===== src/rtl/rx_err_fifo_pkg.sv =====
package rx_err_fifo_pkg;
  typedef struct packed {
    logic brk;
    logic frm;
    logic par;
  } rxerr_t;
  localparam int ERR_W = $bits(rxerr_t);
endpackage


===== src/rtl/rx_err_fifo_mem.sv =====
module rx_err_fifo_mem #(
  parameter int DEPTH = 64,
  parameter int WIDTH = 11,
  localparam int AW = $clog2(DEPTH)
) (
  input  logic             clk,
  input  logic             we,
  input  logic [AW-1:0]    waddr,
  input  logic [WIDTH-1:0] wdata,
  input  logic [AW-1:0]    raddr,
  output logic [WIDTH-1:0] rdata
);
  logic [WIDTH-1:0] mem [DEPTH];

  always_ff @(posedge clk) begin
    if (we) mem[waddr] <= wdata;
  end

  assign rdata = mem[raddr];
endmodule


===== src/rtl/rx_err_fifo_ctrl.sv =====
module rx_err_fifo_ctrl #(
  parameter int DEPTH = 64,
  localparam int AW = $clog2(DEPTH),
  localparam int LW = $clog2(DEPTH + 1)
) (
  input  logic          clk,
  input  logic          rst,
  input  logic          flush,
  input  logic          wr_en,
  input  logic          rd_en,
  input  logic          stat_rd,
  output logic          push_ok,
  output logic          pop_ok,
  output logic [AW-1:0] wr_ptr,
  output logic [AW-1:0] rd_ptr,
  output logic [LW-1:0] level,
  output logic          empty,
  output logic          full,
  output logic          overrun
);
  logic [LW-1:0] lvl_nx;

  assign push_ok = wr_en && !full  && !flush;
  assign pop_ok  = rd_en && !empty && !flush;
  assign lvl_nx  = level + LW'(push_ok) - LW'(pop_ok);

  always_ff @(posedge clk) begin
    if (rst || flush) begin
      wr_ptr  <= '0;
      rd_ptr  <= '0;
      level   <= '0;
      empty   <= 1'b1;
      full    <= 1'b0;
      overrun <= 1'b0;
    end else begin
      wr_ptr <= wr_ptr + AW'(push_ok);
      rd_ptr <= rd_ptr + AW'(pop_ok);
      level  <= lvl_nx;
      empty  <= (lvl_nx == '0);
      full   <= (lvl_nx == LW'(DEPTH));
      if (wr_en && full) overrun <= 1'b1;
      else if (stat_rd)  overrun <= 1'b0;
    end
  end

  p_no_overflow_r3: assert property (@(posedge clk) disable iff (rst)
    level <= LW'(DEPTH));
  p_full_drop_r7: assert property (@(posedge clk) disable iff (rst)
    full && wr_en && !rd_en && !flush |=> full && $stable(level));
  p_ovr_set_r8: assert property (@(posedge clk) disable iff (rst)
    full && wr_en && !flush |=> overrun);
  p_pushpop_level_r9: assert property (@(posedge clk) disable iff (rst)
    wr_en && rd_en && !empty && !full && !flush |=> $stable(level));
  p_empty_pop_r10: assert property (@(posedge clk) disable iff (rst)
    rd_en && !wr_en && empty && !flush |=> empty && $stable(rd_ptr));
  p_flush_r11: assert property (@(posedge clk) disable iff (rst)
    flush |=> empty && !overrun && level == '0);
endmodule


===== src/rtl/rx_err_fifo_errcnt.sv =====
module rx_err_fifo_errcnt #(
  parameter int DEPTH = 64,
  localparam int LW = $clog2(DEPTH + 1)
) (
  input  logic          clk,
  input  logic          rst,
  input  logic          flush,
  input  logic          push_ok,
  input  logic          push_err,
  input  logic          pop_ok,
  input  logic          head_err,
  input  logic [LW-1:0] level,
  input  logic          empty,
  output logic          any_err
);
  logic [LW-1:0] cnt_q;
  logic [LW-1:0] cnt_nx;

  assign cnt_nx = cnt_q + LW'(push_ok && push_err) - LW'(pop_ok && head_err);

  always_ff @(posedge clk) begin
    if (rst || flush) begin
      cnt_q   <= '0;
      any_err <= 1'b0;
    end else begin
      cnt_q   <= cnt_nx;
      any_err <= (cnt_nx != '0);
    end
  end

  p_cnt_bound_r6: assert property (@(posedge clk) disable iff (rst)
    cnt_q <= level);
  p_err_empty_r6: assert property (@(posedge clk) disable iff (rst)
    empty |-> !any_err);
  p_err_push_r6: assert property (@(posedge clk) disable iff (rst)
    push_ok && push_err |=> any_err);
endmodule


===== src/rtl/rx_err_fifo.sv =====
module rx_err_fifo #(
  parameter int DEPTH  = 64,
  parameter int DATA_W = 8,
  localparam int AW = $clog2(DEPTH),
  localparam int LW = $clog2(DEPTH + 1),
  localparam int EW = rx_err_fifo_pkg::ERR_W + DATA_W
) (
  input  logic              clk,
  input  logic              rst,
  input  logic              flush,
  input  logic              wr_en,
  input  logic [DATA_W-1:0] wr_data,
  input  logic              wr_par_err,
  input  logic              wr_frm_err,
  input  logic              wr_brk,
  input  logic              rd_en,
  input  logic              stat_rd,
  output logic [DATA_W-1:0] head_data,
  output logic              head_par_err,
  output logic              head_frm_err,
  output logic              head_brk,
  output logic              any_err,
  output logic              empty,
  output logic              full,
  output logic [LW-1:0]     level,
  output logic              overrun
);
  import rx_err_fifo_pkg::*;

  logic          push_ok, pop_ok;
  logic [AW-1:0] wr_ptr, rd_ptr;
  rxerr_t        in_err, hd_err;
  logic [EW-1:0] raw;

  assign in_err = '{brk: wr_brk, frm: wr_frm_err, par: wr_par_err};
  assign hd_err = raw[EW-1:DATA_W];

  rx_err_fifo_ctrl #(.DEPTH(DEPTH)) u_ctrl (
    .clk(clk), .rst(rst), .flush(flush), .wr_en(wr_en), .rd_en(rd_en),
    .stat_rd(stat_rd), .push_ok(push_ok), .pop_ok(pop_ok),
    .wr_ptr(wr_ptr), .rd_ptr(rd_ptr), .level(level), .empty(empty),
    .full(full), .overrun(overrun)
  );

  rx_err_fifo_mem #(.DEPTH(DEPTH), .WIDTH(EW)) u_mem (
    .clk(clk), .we(push_ok), .waddr(wr_ptr), .wdata({in_err, wr_data}),
    .raddr(rd_ptr), .rdata(raw)
  );

  rx_err_fifo_errcnt #(.DEPTH(DEPTH)) u_errcnt (
    .clk(clk), .rst(rst), .flush(flush), .push_ok(push_ok),
    .push_err(|in_err), .pop_ok(pop_ok), .head_err(|hd_err),
    .level(level), .empty(empty), .any_err(any_err)
  );

  assign head_data    = empty ? '0   : raw[DATA_W-1:0];
  assign head_par_err = empty ? 1'b0 : hd_err.par;
  assign head_frm_err = empty ? 1'b0 : hd_err.frm;
  assign head_brk     = empty ? 1'b0 : hd_err.brk;

  p_empty_head_r5: assert property (@(posedge clk) disable iff (rst)
    empty |-> head_data == '0 && !head_par_err && !head_frm_err && !head_brk);
  p_head_flag_r4: assert property (@(posedge clk) disable iff (rst)
    (head_par_err || head_frm_err || head_brk) |-> any_err);
endmodule


===== config.mk =====
export PLATFORM = sky130hd
export DESIGN_NAME = rx_err_fifo
export DESIGN_NICKNAME = d
export VERILOG_FILES = /design/src/rtl/rx_err_fifo_pkg.sv /design/src/rtl/rx_err_fifo_mem.sv /design/src/rtl/rx_err_fifo_ctrl.sv /design/src/rtl/rx_err_fifo_errcnt.sv /design/src/rtl/rx_err_fifo.sv
export SDC_FILE = /design/constraint.sdc
export NUM_CORES = 1
export LEC_CHECK = 0
export CAP_MARGIN = 20
export CORE_ASPECT_RATIO = 0.5
export CORE_UTILIZATION = 50
export DETAILED_ROUTE_END_ITERATION = 7
export GPL_TIMING_DRIVEN = 0
export PLACE_DENSITY = 0.68
export SYNTH_ARGS = -nofsm -noshare
export SYNTH_HDL_FRONTEND = slang
export SYNTH_SLANG_ARGS = --single-unit

===== constraint.sdc =====
create_clock -name clk -period 4.4 [get_ports clk]
set_input_delay 0.66 -clock clk [delete_from_list [all_inputs] [get_ports clk]]
set_output_delay 0.66 -clock clk [all_outputs]
set_load 0.01 [all_outputs]

==> key figures, run 1 <==
Synthesis
  – Area of the mapped netlist: 28,600 um2
  – Post-synthesis cell type with the largest combined area: sky130_fd_sc_hd__edfxtp_1
  – Fraction of the mapped netlist area in compound gates: 1.31%
  – Instance count of the mapped netlist: 1,322
  – Main flop type after synthesis: sky130_fd_sc_hd__edfxtp_1
  – Arithmetic-cell share of the synthesized area counting full adders, half adders and majority gates: 0.926%
  – Yosys warning count: 0
  – Synth top cells by count: 704 x sky130_fd_sc_hd__edfxtp_1, 204 x sky130_fd_sc_hd__mux4_2, 96 x sky130_fd_sc_hd__nor2_1
  – Simple-gate share of the synthesized area: 2.55%
  – Count of flip-flops with a built-in enable after synthesis: 704
  – Fraction of post-synthesis cell area in the top cell type by area: 73.8%
  – Library cells used by synthesis: 42
  – Multiplexer share of the synthesized area: 17.3%
  – Cell with the most instances after synthesis: sky130_fd_sc_hd__edfxtp_1
  – Cell types occupying the most area after synthesis: sky130_fd_sc_hd__edfxtp_1 74%, sky130_fd_sc_hd__mux4_2 16%, sky130_fd_sc_hd__dfxtp_1 2.1%
  – Xor and xnor area share after synthesis: 0.581%
  – Nets in the synthesized netlist: 1,359
  – Post-synth ARST share: 0%
  – Mean Syn Cell Area: 21.7 um2
  – Dominant combinational cell family by area after synthesis: multiplexers
  – Synthesis-stage register bit count: 734
  – Share of synthesized area occupied by flip-flops and latches: 75.9%

Setup path
  – CP Max Fanout: 6
  – Critical Path Source Type: flip-flop
  – Cell class contributing the biggest share of worst-path delay: buffers and inverters
  – Max incr delay on CP: 0.57 ns
  – CP Data Arrival Time: 3.76 ns
  – Critical path, cell by cell: buf_12 > buf_12 > buf_16 > buf_16 > clkbuf_16 > mux2i_1 > a221oi_1 > o21ai_0 > a32o_1 > mux2_4 > buf_4 > nor2_1 > clkdlybuf4s50_1
  – Crit path required time: 3.74 ns
  – Element type at the critical path end: output pin
  – Crit Path Category: reg2out
  – Buffers & Inverters on Critical Path: 7
  – Standard cell with the maximum stage delay on the critical path: sky130_fd_sc_hd__clkdlybuf4s50_1

Layout
  – Antenna diode count: 0
  – Share of final-layout standard cells stronger than drive strength 1: 30.7%
  – Area growth, synth to finish: 16.7%
  – Net count reported at finish: 1,538

Hold path
  – Hold/Removal Path Class: in2reg

Timing
  – F_max: 226 MHz
  – Final hold violation count: 0
  – Slew of the pin with the lowest slew margin: 1.10 ns
  – Final setup fails: 1
  – Smallest hold slack: 0.308 ns
  – Setup WS post-layout: -0.0232 ns
  – Post-route fraction of the period consumed by the critical path: 101%
  – Slew headroom: 26.2%
  – Slew Viols, Final: 0
  – Final min period: 4.42 ns
  – Unrepaired setup endpoints after global routing: yes
  – Setup Skew: 0.0172 ns

GRT
  – Number of antenna violations at the first check in global routing: 2
  – Vias in the first global route: 14,000
  – Remaining global-route overflow: 0
  – Maximum number of pins on one net before global-route repair: 63
  – Global-route usage over all layers: 23.6%
  – First-pass GRT wire length: 97,100 um

Power and ir drop
  – Total Power: 14.1 mW
  – Leakage power figure: 10.3 nW
  – Total power per unit cell area: 422 nW/um2
  – Maximum vdd ir drop: 288 uV

Outcome
  – Failing checks: negative setup slack
  – Status: finished with violations

Clock network
  – Cts-stage hold buffer count: 0
  – Clock Sinks: 734
  – Clock-pin slew of the registers on the worst-case setup and hold paths: 0.07 ns
  – CTS Root Buffer Type: sky130_fd_sc_hd__clkbuf_16
  – Clock latency reported for the late side of the worst-skew pair: 0.61 ns
  – H-tree levels: 2
  – CTS Buf Count: 61
  – Max clock buf depth: 3
  – Clock tree from TritonCTS: yes

Floorplanning
  – Initial core utilization: 51.1%
  – Io pins: 39
  – Die footprint: 58,300 um2
  – Die X: 340 um
  – Row Count: 61
  – DIE HEIGHT: 171 um
  – Core Region: 56,000 um2

Routing
  – Residual antenna-violating net count after detailed routing: 0
  – Post-route DRC violation count: 0
  – Number of DRC markers after the initial detailed-route iteration: 2,065
  – Post-detailed-routing wire length: 68,800 um
  – Pre-Repair DR Iteration Count: 5
  – Via count: 14,400
  – Final routed wire length divided by cell count: 29.8 um
  – Vias per cell: 6.24

Place
  – Quantity of I/O buffers inserted on ports: 38
  – Gpl congestion: 0.892
  – DP HPWL: 45,500 um

Flow run
  – Maxcap violations: 0
through the flow:
step | std cells | instance area (um2) | setup TNS (ns) | setup WS (ns) | util [%]
2_1_floorplan | 1322 | 28600 | 0 | 0.177 | -
3_3_place_gp | 2116 | 30000 | -7.56 | -1.40 | 53.5
3_5_place_dp | 2132 | 30200 | -9.02 | -1.52 | 53.9
4_1_cts | 2266 | 32800 | -0.0749 | -0.0749 | 58.6
5_1_grt | 2310 | 33400 | -0.244 | -0.105 | 59.7
6_report | 2310 | 33400 | -0.0232 | -0.0232 | 59.7
repair_timing:
action	in CTS	in global routing
endpoints found under the setup margin	19	10
setup buffers	16	16
pin swaps	12	16
gates cloned	4	3
gates resized for setup	145	53
registers in the layout, summed over array words and instances (netlist names):
signal            count
u_ctrl.empty          1
u_ctrl.full           1
u_ctrl.level          7
u_ctrl.overrun        1
u_ctrl.rd_ptr         6
u_ctrl.wr_ptr         6
u_errcnt.any_err      1
u_errcnt.cnt_q        7
u_mem.mem           704
cell usage in the layout, fill, tap and decap left out, types with 6 or more instances in the layout:
cell type,count
sky130_fd_sc_hd__nor2b_1,12
sky130_fd_sc_hd__and2_1,8
sky130_fd_sc_hd__o21ai_0,6
sky130_fd_sc_hd__a21oi_1,10
sky130_fd_sc_hd__nand2_1,14
sky130_fd_sc_hd__nand3_1,6
sky130_fd_sc_hd__buf_8,7
sky130_fd_sc_hd__buf_16,6
sky130_fd_sc_hd__nor2_1,96
sky130_fd_sc_hd__mux4_2,204
sky130_fd_sc_hd__buf_12,17
sky130_fd_sc_hd__clkdlybuf4s50_1,19
sky130_fd_sc_hd__clkinv_1,13
sky130_fd_sc_hd__inv_1,21
sky130_fd_sc_hd__clkinvlp_4,6
sky130_fd_sc_hd__clkinv_2,9
sky130_fd_sc_hd__clkbuf_16,66
sky130_fd_sc_hd__clkbuf_2,7
sky130_fd_sc_hd__bufinv_16,10
sky130_fd_sc_hd__dfxtp_1,29
sky130_fd_sc_hd__o21ai_1,6
sky130_fd_sc_hd__edfxtp_1,704
sky130_fd_sc_hd__buf_4,61
sky130_fd_sc_hd__clkbuf_1,31
sky130_fd_sc_hd__mux2i_1,31
sky130_fd_sc_hd__buf_6,15
sky130_fd_sc_hd__buf_2,15
sky130_fd_sc_hd__ha_1,16
sky130_fd_sc_hd__xor2_1,12
worst paths after layout:
check | startpoint | end | slack (ns) | depth (start not counted)
setup / recovery | u_ctrl.rd_ptr[0]$_SDFF_PP0_ | head_brk | -0.02 | 13
hold / removal | wr_frm_err | u_mem.mem[35][9]$_DFFE_PP_ | 0.31 | 1
setup reg to reg | u_ctrl.rd_ptr[0]$_SDFF_PP0_ | u_errcnt.any_err$_SDFF_PP0_ | 0 | 24
hold reg to reg | u_ctrl.overrun$_SDFFE_PP0P_ | u_ctrl.overrun$_SDFFE_PP0P_ | 0.48 | 2
logic make-up after synthesis:
group,count (synthesis)
and+or+nand+nor,159
buffers and inverters,92
adders and majority gates,20
xor gates and xnor gates,19
AOI/OAI and AO/OA,58
muxes,240
DFF,734
power by group:
part / switching, mW / internal [mW] / total [mW]
Sequential: 0.0247 / 7.68 / 7.70
Clock: 2.45 / 3.21 / 5.66
Combinational: 0.420 / 0.335 / 0.756
metal layers:
layer | vias to the layer above | global-route usage [%] | part of all wire, %
li1 | 5842 | - | -
met1 | 7598 | 35.0 | 41
met2 | 851 | 34.8 | 45
met3 | 110 | 6.71 | 12
met4 | 2 | 5.63 | 2.2
met5 | - | 0.583 | 0.067
layout make-up:
class | count | area (um2)
Fill cell | 3906 | 22600
Sequential cell | 734 | 21700
Multi-Input combinational cell | 496 | 6710
Clock buffer | 75 | 1620
Timing Repair Buffer | 118 | 1230
Tap cell | 756 | 946
Buffer | 67 | 624
Clock inverter | 41 | 465
Inverter | 23 | 88.8
Power figures use the tool's default switching activity.
==> run 2, diff against run 1 <==
- CORE_UTILIZATION: 50 -> 30
- PLACE_DENSITY: 0.68 -> unset
==> run 2 against run 1 <==
- die area up 66%
- setup slack improved by 0.020 ns
- largest power group unchanged
- clock-buffer cell count rose by 13
- sequential power barely moved
- first-iteration DRC count shrank 27%
- critical path type unchanged
- highest routed layer is now met4
- global-route usage decreased by 9.1 points
- clock skew is 0.0042 ns higher
- final cell count increased by 22%
- the flow still finishes with violations (negative setup slack)
- fmax up 0.46%
- flip-flop and latch count is the same
- design area grew 2.5%
- register-to-register slack improved by 0.04 ns
==> key figures, run 2 (synthesis results as in run 1) <==
Outcome
  – Status: finished with violations
  – Failing checks: negative setup slack

Clock network
  – Max clock buf depth: 3
  – Cts-stage hold buffer count: 0
  – H-tree levels: 3
  – Clock Sinks: 734
  – Clock-pin slew of the registers on the worst-case setup and hold paths: 0.06 ns
  – Clock latency reported for the late side of the worst-skew pair: 0.62 ns
  – CTS Buf Count: 72
  – Clock tree from TritonCTS: yes
  – CTS Root Buffer Type: sky130_fd_sc_hd__clkbuf_16

Floorplanning
  – Initial core utilization: 30.5%
  – Die footprint: 96,800 um2
  – Row Count: 79
  – Die X: 439 um
  – DIE HEIGHT: 220 um
  – Core Region: 93,800 um2
  – Io pins: 39

Layout
  – Leading cell types in the layout, fill and taps excluded: 704 x sky130_fd_sc_hd__edfxtp_1, 204 x sky130_fd_sc_hd__mux4_2, 95 x sky130_fd_sc_hd__nor2_1
  – Share of final-layout standard cells stronger than drive strength 1: 30.6%
  – Final standard cell count with taps included and fillers excluded: 2,826
  – Antenna diode count: 0
  – Post-layout utilization of the core: 36.5%
  – Register with the highest flop count: u_mem.mem
  – Number of flip-flops under the largest register name: 704
  – Registers with the most flip-flops: u_mem.mem: 704 flops, u_ctrl.level: 7 flops, u_errcnt.cnt_q: 7 flops
  – Net count reported at finish: 1,553
  – Area growth, synth to finish: 19.6%
  – Most frequent standard cell in the layout excluding fill and tap cells: sky130_fd_sc_hd__edfxtp_1

Routing
  – Residual antenna-violating net count after detailed routing: 0
  – Number of DRC markers after the initial detailed-route iteration: 1,515
  – Vias per cell: 4.98
  – Via count: 14,100
  – Pre-Repair DR Iteration Count: 5
  – Post-detailed-routing wire length: 70,100 um
  – Final routed wire length divided by cell count: 24.8 um
  – Post-route DRC violation count: 0

GRT
  – First-pass GRT wire length: 100,000 um
  – Maximum number of pins on one net before global-route repair: 47
  – Vias in the first global route: 14,000
  – Number of antenna violations at the first check in global routing: 0
  – Remaining global-route overflow: 0
  – Global-route usage over all layers: 14.5%

Setup path
  – Critical Path Source Type: flip-flop
  – Element type at the critical path end: output pin
  – CP Max Fanout: 8
  – R2R depth: 23
  – Crit path required time: 3.74 ns
  – CP Data Arrival Time: 3.74 ns
  – Crit Path Category: reg2out

Flow run
  – Maxcap violations: 0

Place
  – Worst slack after detailed placement: -1.46 ns
  – Gpl congestion: 0.862
  – Quantity of I/O buffers inserted on ports: 38
  – DP HPWL: 46,800 um
  – Placed cell count: 2,653

Timing
  – Slew headroom: 22.4%
  – Slew Viols, Final: 0
  – F_max: 227 MHz
  – Final setup fails: 1
  – Final min period: 4.40 ns
  – Unrepaired setup endpoints after global routing: yes
  – Setup WS post-layout: -0.00276 ns
  – Slew of the pin with the lowest slew margin: 1.16 ns
  – Post-route fraction of the period consumed by the critical path: 100%
  – Final hold violation count: 0
  – Setup Skew: 0.0214 ns

Power and ir drop
  – Leakage power figure: 10.4 nW
  – Maximum vdd ir drop: 273 uV
  – Total power per unit cell area: 426 nW/um2

Hold path
  – Count of cells along the worst hold path: 2
  – Hold/Removal Path Class: reg2reg
==> run 2: cell count changes in the layout (fill, tap and decap cells not counted), sizes merged <==
cell,change
inv,+2
bufinv,-2
clkdlybuf4s15,-1
clkbuf,+15
clkinvlp,-3
buf,+5
clkinv,+3
dlygate4sd2,-1
bufbuf,-1
==> run 2: worst max-delay path, cell delays in order (launching register included) <==
cell	delay, ns
sky130_fd_sc_hd__dfxtp_2	0.34
sky130_fd_sc_hd__buf_12	0.15
sky130_fd_sc_hd__buf_12	0.13
sky130_fd_sc_hd__buf_16	0.14
sky130_fd_sc_hd__buf_16	0.15
sky130_fd_sc_hd__buf_12	0.14
sky130_fd_sc_hd__mux2i_1	0.12
sky130_fd_sc_hd__a221oi_1	0.32
sky130_fd_sc_hd__o21ai_0	0.17
sky130_fd_sc_hd__a32o_1	0.25
sky130_fd_sc_hd__mux2_2	0.33
sky130_fd_sc_hd__nor2_1	0.26
sky130_fd_sc_hd__clkdlybuf4s50_1	0.60
==> run 2: final timing paths <==
check             slack, ns                        start                           to
setup reg to reg       0.04  u_ctrl.rd_ptr[0]$_SDFF_PP0_  u_errcnt.any_err$_SDFF_PP0_
hold / removal         0.47  u_ctrl.overrun$_SDFFE_PP0P_  u_ctrl.overrun$_SDFFE_PP0P_
setup / recovery     -0.003  u_ctrl.rd_ptr[0]$_SDFF_PP0_                     head_brk
hold reg to reg        0.47  u_ctrl.overrun$_SDFFE_PP0P_  u_ctrl.overrun$_SDFFE_PP0P_
==> run 2: layout make-up <==
| type | instances | area (um2) |
|---|---|---|
| Fill cell | 8465 | 59500 |
| Buffer | 66 | 617 |
| Inverter | 23 | 86.3 |
| Timing Repair Buffer | 123 | 1290 |
| Multi-Input combinational cell | 496 | 6620 |
| Tap cell | 1255 | 1570 |
| Sequential cell | 734 | 21700 |
| Clock inverter | 41 | 414 |
| Clock buffer | 88 | 1930 |
==> run 2: repair_timing <==
| item | 4_1_cts | 5_1_grt |
|---|---|---|
| setup endpoints to repair | 19 | 12 |
| buffers inserted | 11 | 8 |
| pin swaps | 7 | 16 |
| hold endpoints to repair | 0 | 0 |
| gates cloned | 1 | 3 |
| resized for setup | 129 | 40 |
==> run 2: metal layers <==
layer	global-route usage, %	up-vias	part of all wire (%)
li1	-	5877	-
met1	20.4	7476	43
met2	22.5	587	46
met3	3.15	123	8.1
met4	4.62	0	2.9
met5	0	-	0
==> run 2: per-stage QoR <==
| stage | TNS, ns | total power, mW | instance area, um2 | hold WS, ns |
|---|---|---|---|---|
| CTS | -0.115 | 14.7 | 33800 | 0.473 |
| floorplan | 0 | 8.17 | 28600 | 0.488 |
| detailed placement | -8.58 | 8.50 | 31100 | 0.463 |
| global placement | -8.70 | 8.49 | 30600 | 0.459 |
| global route | -0.257 | 15.0 | 34300 | 0.493 |
| finish | -0.00276 | 14.6 | 34300 | 0.472 |
==> run 2: power by group <==
part | switching [mW] | leakage [nW] | internal, mW | total [mW]
Combinational | 0.401 | 2.72 | 0.294 | 0.695
Clock | 2.59 | 1.14 | 3.59 | 6.19
Sequential | 0.0249 | 6.57 | 7.68 | 7.71
Total | 3.02 | 10.4 | 11.6 | 14.6
==> run 3, diff against run 2 <==
- SKIP_CTS_REPAIR_TIMING: unset -> 1
- SLEW_MARGIN: unset -> 40
==> run 3 against run 2 <==
- the run still ends with negative setup slack left
- utilization shrank 0.53 points
- first-iteration DRC count shrank 8.3%
- final cell count shrank 2.2%
- clock-buffer cell count grew 5
- flip-flop and latch count is the same
- power shrank 1.6%
- global-route usage shrank 0.31 points
- design area shrank 1.5%
- combinational power shrank 3.9%
- highest routed layer unchanged
- hold slack lost 0.027 ns
- clock skew is essentially flat
- via count shrank 3.8%
==> key figures, run 3 (synthesis results as in run 1) <==
Layout
  – Net count reported at finish: 1,492
  – Number of fill cells: 8,531
  – Post-layout utilization of the core: 36.0%
  – Registers with the most flip-flops: u_mem.mem: 704 flops, u_ctrl.level: 7 flops, u_errcnt.cnt_q: 7 flops
  – FF/Latch Area: 21,700 um2
  – Register with the highest flop count: u_mem.mem
  – Multi-input gate area: 6770 um2
  – Leading cell types in the layout, fill and taps excluded: 704 x sky130_fd_sc_hd__edfxtp_1, 204 x sky130_fd_sc_hd__mux4_2, 77 x sky130_fd_sc_hd__clkbuf_16
  – Number of flip-flops under the largest register name: 704
  – Most frequent standard cell in the layout excluding fill and tap cells: sky130_fd_sc_hd__edfxtp_1
  – Antenna diode count: 0
  – Share of final-layout standard cells stronger than drive strength 1: 31.1%
  – Area growth, synth to finish: 17.9%

Clock network
  – Clock Sinks: 734
  – Clock-pin slew of the registers on the worst-case setup and hold paths: 0.06 ns
  – Max clock buf depth: 3
  – CTS Buf Count: 72
  – CTS Root Buffer Type: sky130_fd_sc_hd__clkbuf_16
  – Clock latency reported for the late side of the worst-skew pair: 0.62 ns
  – H-tree levels: 3
  – Clock tree from TritonCTS: yes

Place
  – Worst slack after detailed placement: -1.06 ns
  – DP HPWL: 46,000 um
  – Quantity of I/O buffers inserted on ports: 38
  – Gpl congestion: 0.862

Power and ir drop
  – Maximum vdd ir drop: 234 uV
  – Leakage power figure: 10.1 nW
  – Total Power: 14.4 mW
  – Total power per unit cell area: 425 nW/um2

Timing
  – Total negative setup slack: -0.460 ns
  – Setup WS post-layout: -0.112 ns
  – Unrepaired setup endpoints after global routing: yes
  – F_max: 222 MHz
  – Final setup fails: 6
  – Slew Viols, Final: 0
  – Setup Skew: 0.0211 ns
  – Post-route fraction of the period consumed by the critical path: 103%
  – Slew headroom: 42.6%
  – Slew of the pin with the lowest slew margin: 0.861 ns
  – Final hold violation count: 0
  – Final min period: 4.51 ns

Hold path
  – Hold/Removal Path Class: in2reg
  – Count of cells along the worst hold path: 1

Floorplanning
  – DIE HEIGHT: 220 um
  – Row Count: 79
  – Die footprint: 96,800 um2
  – Die X: 439 um
  – Core Region: 93,800 um2
  – Io pins: 39
  – Initial core utilization: 30.5%

Routing
  – Pre-Repair DR Iteration Count: 6
  – Final routed wire length divided by cell count: 24.7 um
  – Vias per cell: 4.89
  – Via count: 13,500
  – Residual antenna-violating net count after detailed routing: 0
  – Post-detailed-routing wire length: 68,300 um
  – Number of DRC markers after the initial detailed-route iteration: 1,389
  – Post-route DRC violation count: 0

Flow run
  – Maxcap violations: 0

GRT
  – Vias in the first global route: 13,700
  – First-pass GRT wire length: 98,000 um
  – Number of antenna violations at the first check in global routing: 2
  – Maximum number of pins on one net before global-route repair: 47
  – Global-route usage over all layers: 14.2%
  – Remaining global-route overflow: 0

Setup path
  – Critical Path Source Type: flip-flop
  – R2R depth: 24
  – Element type at the critical path end: output pin
  – CP Max Fanout: 10
  – CP Data Arrival Time: 3.85 ns
  – Crit path required time: 3.74 ns
  – Crit Path Category: reg2out

Outcome
  – Failing checks: negative setup slack
  – Status: finished with violations
==> run 3: cell types whose count changed in the layout (fill, tap and decap cells not counted), moves of 6 or more <==
cell / before / now
sky130_fd_sc_hd__nor2_2: 1 / 58
sky130_fd_sc_hd__buf_4: 57 / 28
sky130_fd_sc_hd__nor2_4: 0 / 6
sky130_fd_sc_hd__nor2_1: 95 / 32
sky130_fd_sc_hd__buf_6: 23 / 5
sky130_fd_sc_hd__buf_2: 15 / 4
==> run 3: layer usage <==
metal / wire length [um] / share of wire (%) / global-route usage, %
met5: 0 / 0 / 0
met4: 1910 / 2.8 / 4.36
met3: 5710 / 8.4 / 3.70
met2: 31700 / 46 / 22.2
met1: 29000 / 42 / 19.5
==> run 3: final timing paths <==
path,slack [ns],from,endpoint
min,0.44,wr_brk,u_mem.mem[18][10]$_DFFE_PP_
min reg2reg,0.47,u_ctrl.overrun$_SDFFE_PP0P_,u_ctrl.overrun$_SDFFE_PP0P_
max,-0.11,u_ctrl.rd_ptr[0]$_SDFF_PP0_,head_data[0]
max reg2reg,-0.11,u_ctrl.rd_ptr[0]$_SDFF_PP0_,u_errcnt.any_err$_SDFF_PP0_
==> run 3: critical path: stages (launching register included) <==
cell and delay, ns:
sky130_fd_sc_hd__dfxtp_2 0.37, sky130_fd_sc_hd__buf_12 0.16, sky130_fd_sc_hd__buf_12 0.15, sky130_fd_sc_hd__buf_8 0.21
sky130_fd_sc_hd__mux4_2 0.56, sky130_fd_sc_hd__mux4_2 0.56, sky130_fd_sc_hd__mux4_2 0.49, sky130_fd_sc_hd__nor2b_1 0.19
sky130_fd_sc_hd__clkdlybuf4s50_1 0.53
==> run 3: metrics by stage <==
stage / cells / hold WS, ns / instance area, um2
floorplan: 1322 / 0.488 / 28600
global placement: 2615 / 0.459 / 30600
detailed placement: 2626 / 0.463 / 31000
CTS: 2755 / 0.400 / 33200
global route: 2765 / 0.408 / 33800
finish: 2765 / 0.444 / 33800
==> run 3: area by class of cell <==
cell class | instances | share of cell area, %
plain buffers | 67 | 1.71
clock buffers | 93 | 5.76
clock inverters | 36 | 0.897
inverters | 23 | 0.256
multi-input cells | 496 | 20.1
flip-flops and latches | 734 | 64.4
well taps | 1255 | 4.65
repair buffers | 61 | 2.27
==> run 3: report_power, final <==
part,internal (mW),total [mW],switching [mW]
logic,0.282,0.668,0.386
clock network,3.42,5.98,2.56
registers,7.68,7.71,0.0258
total,11.4,14.4,2.97
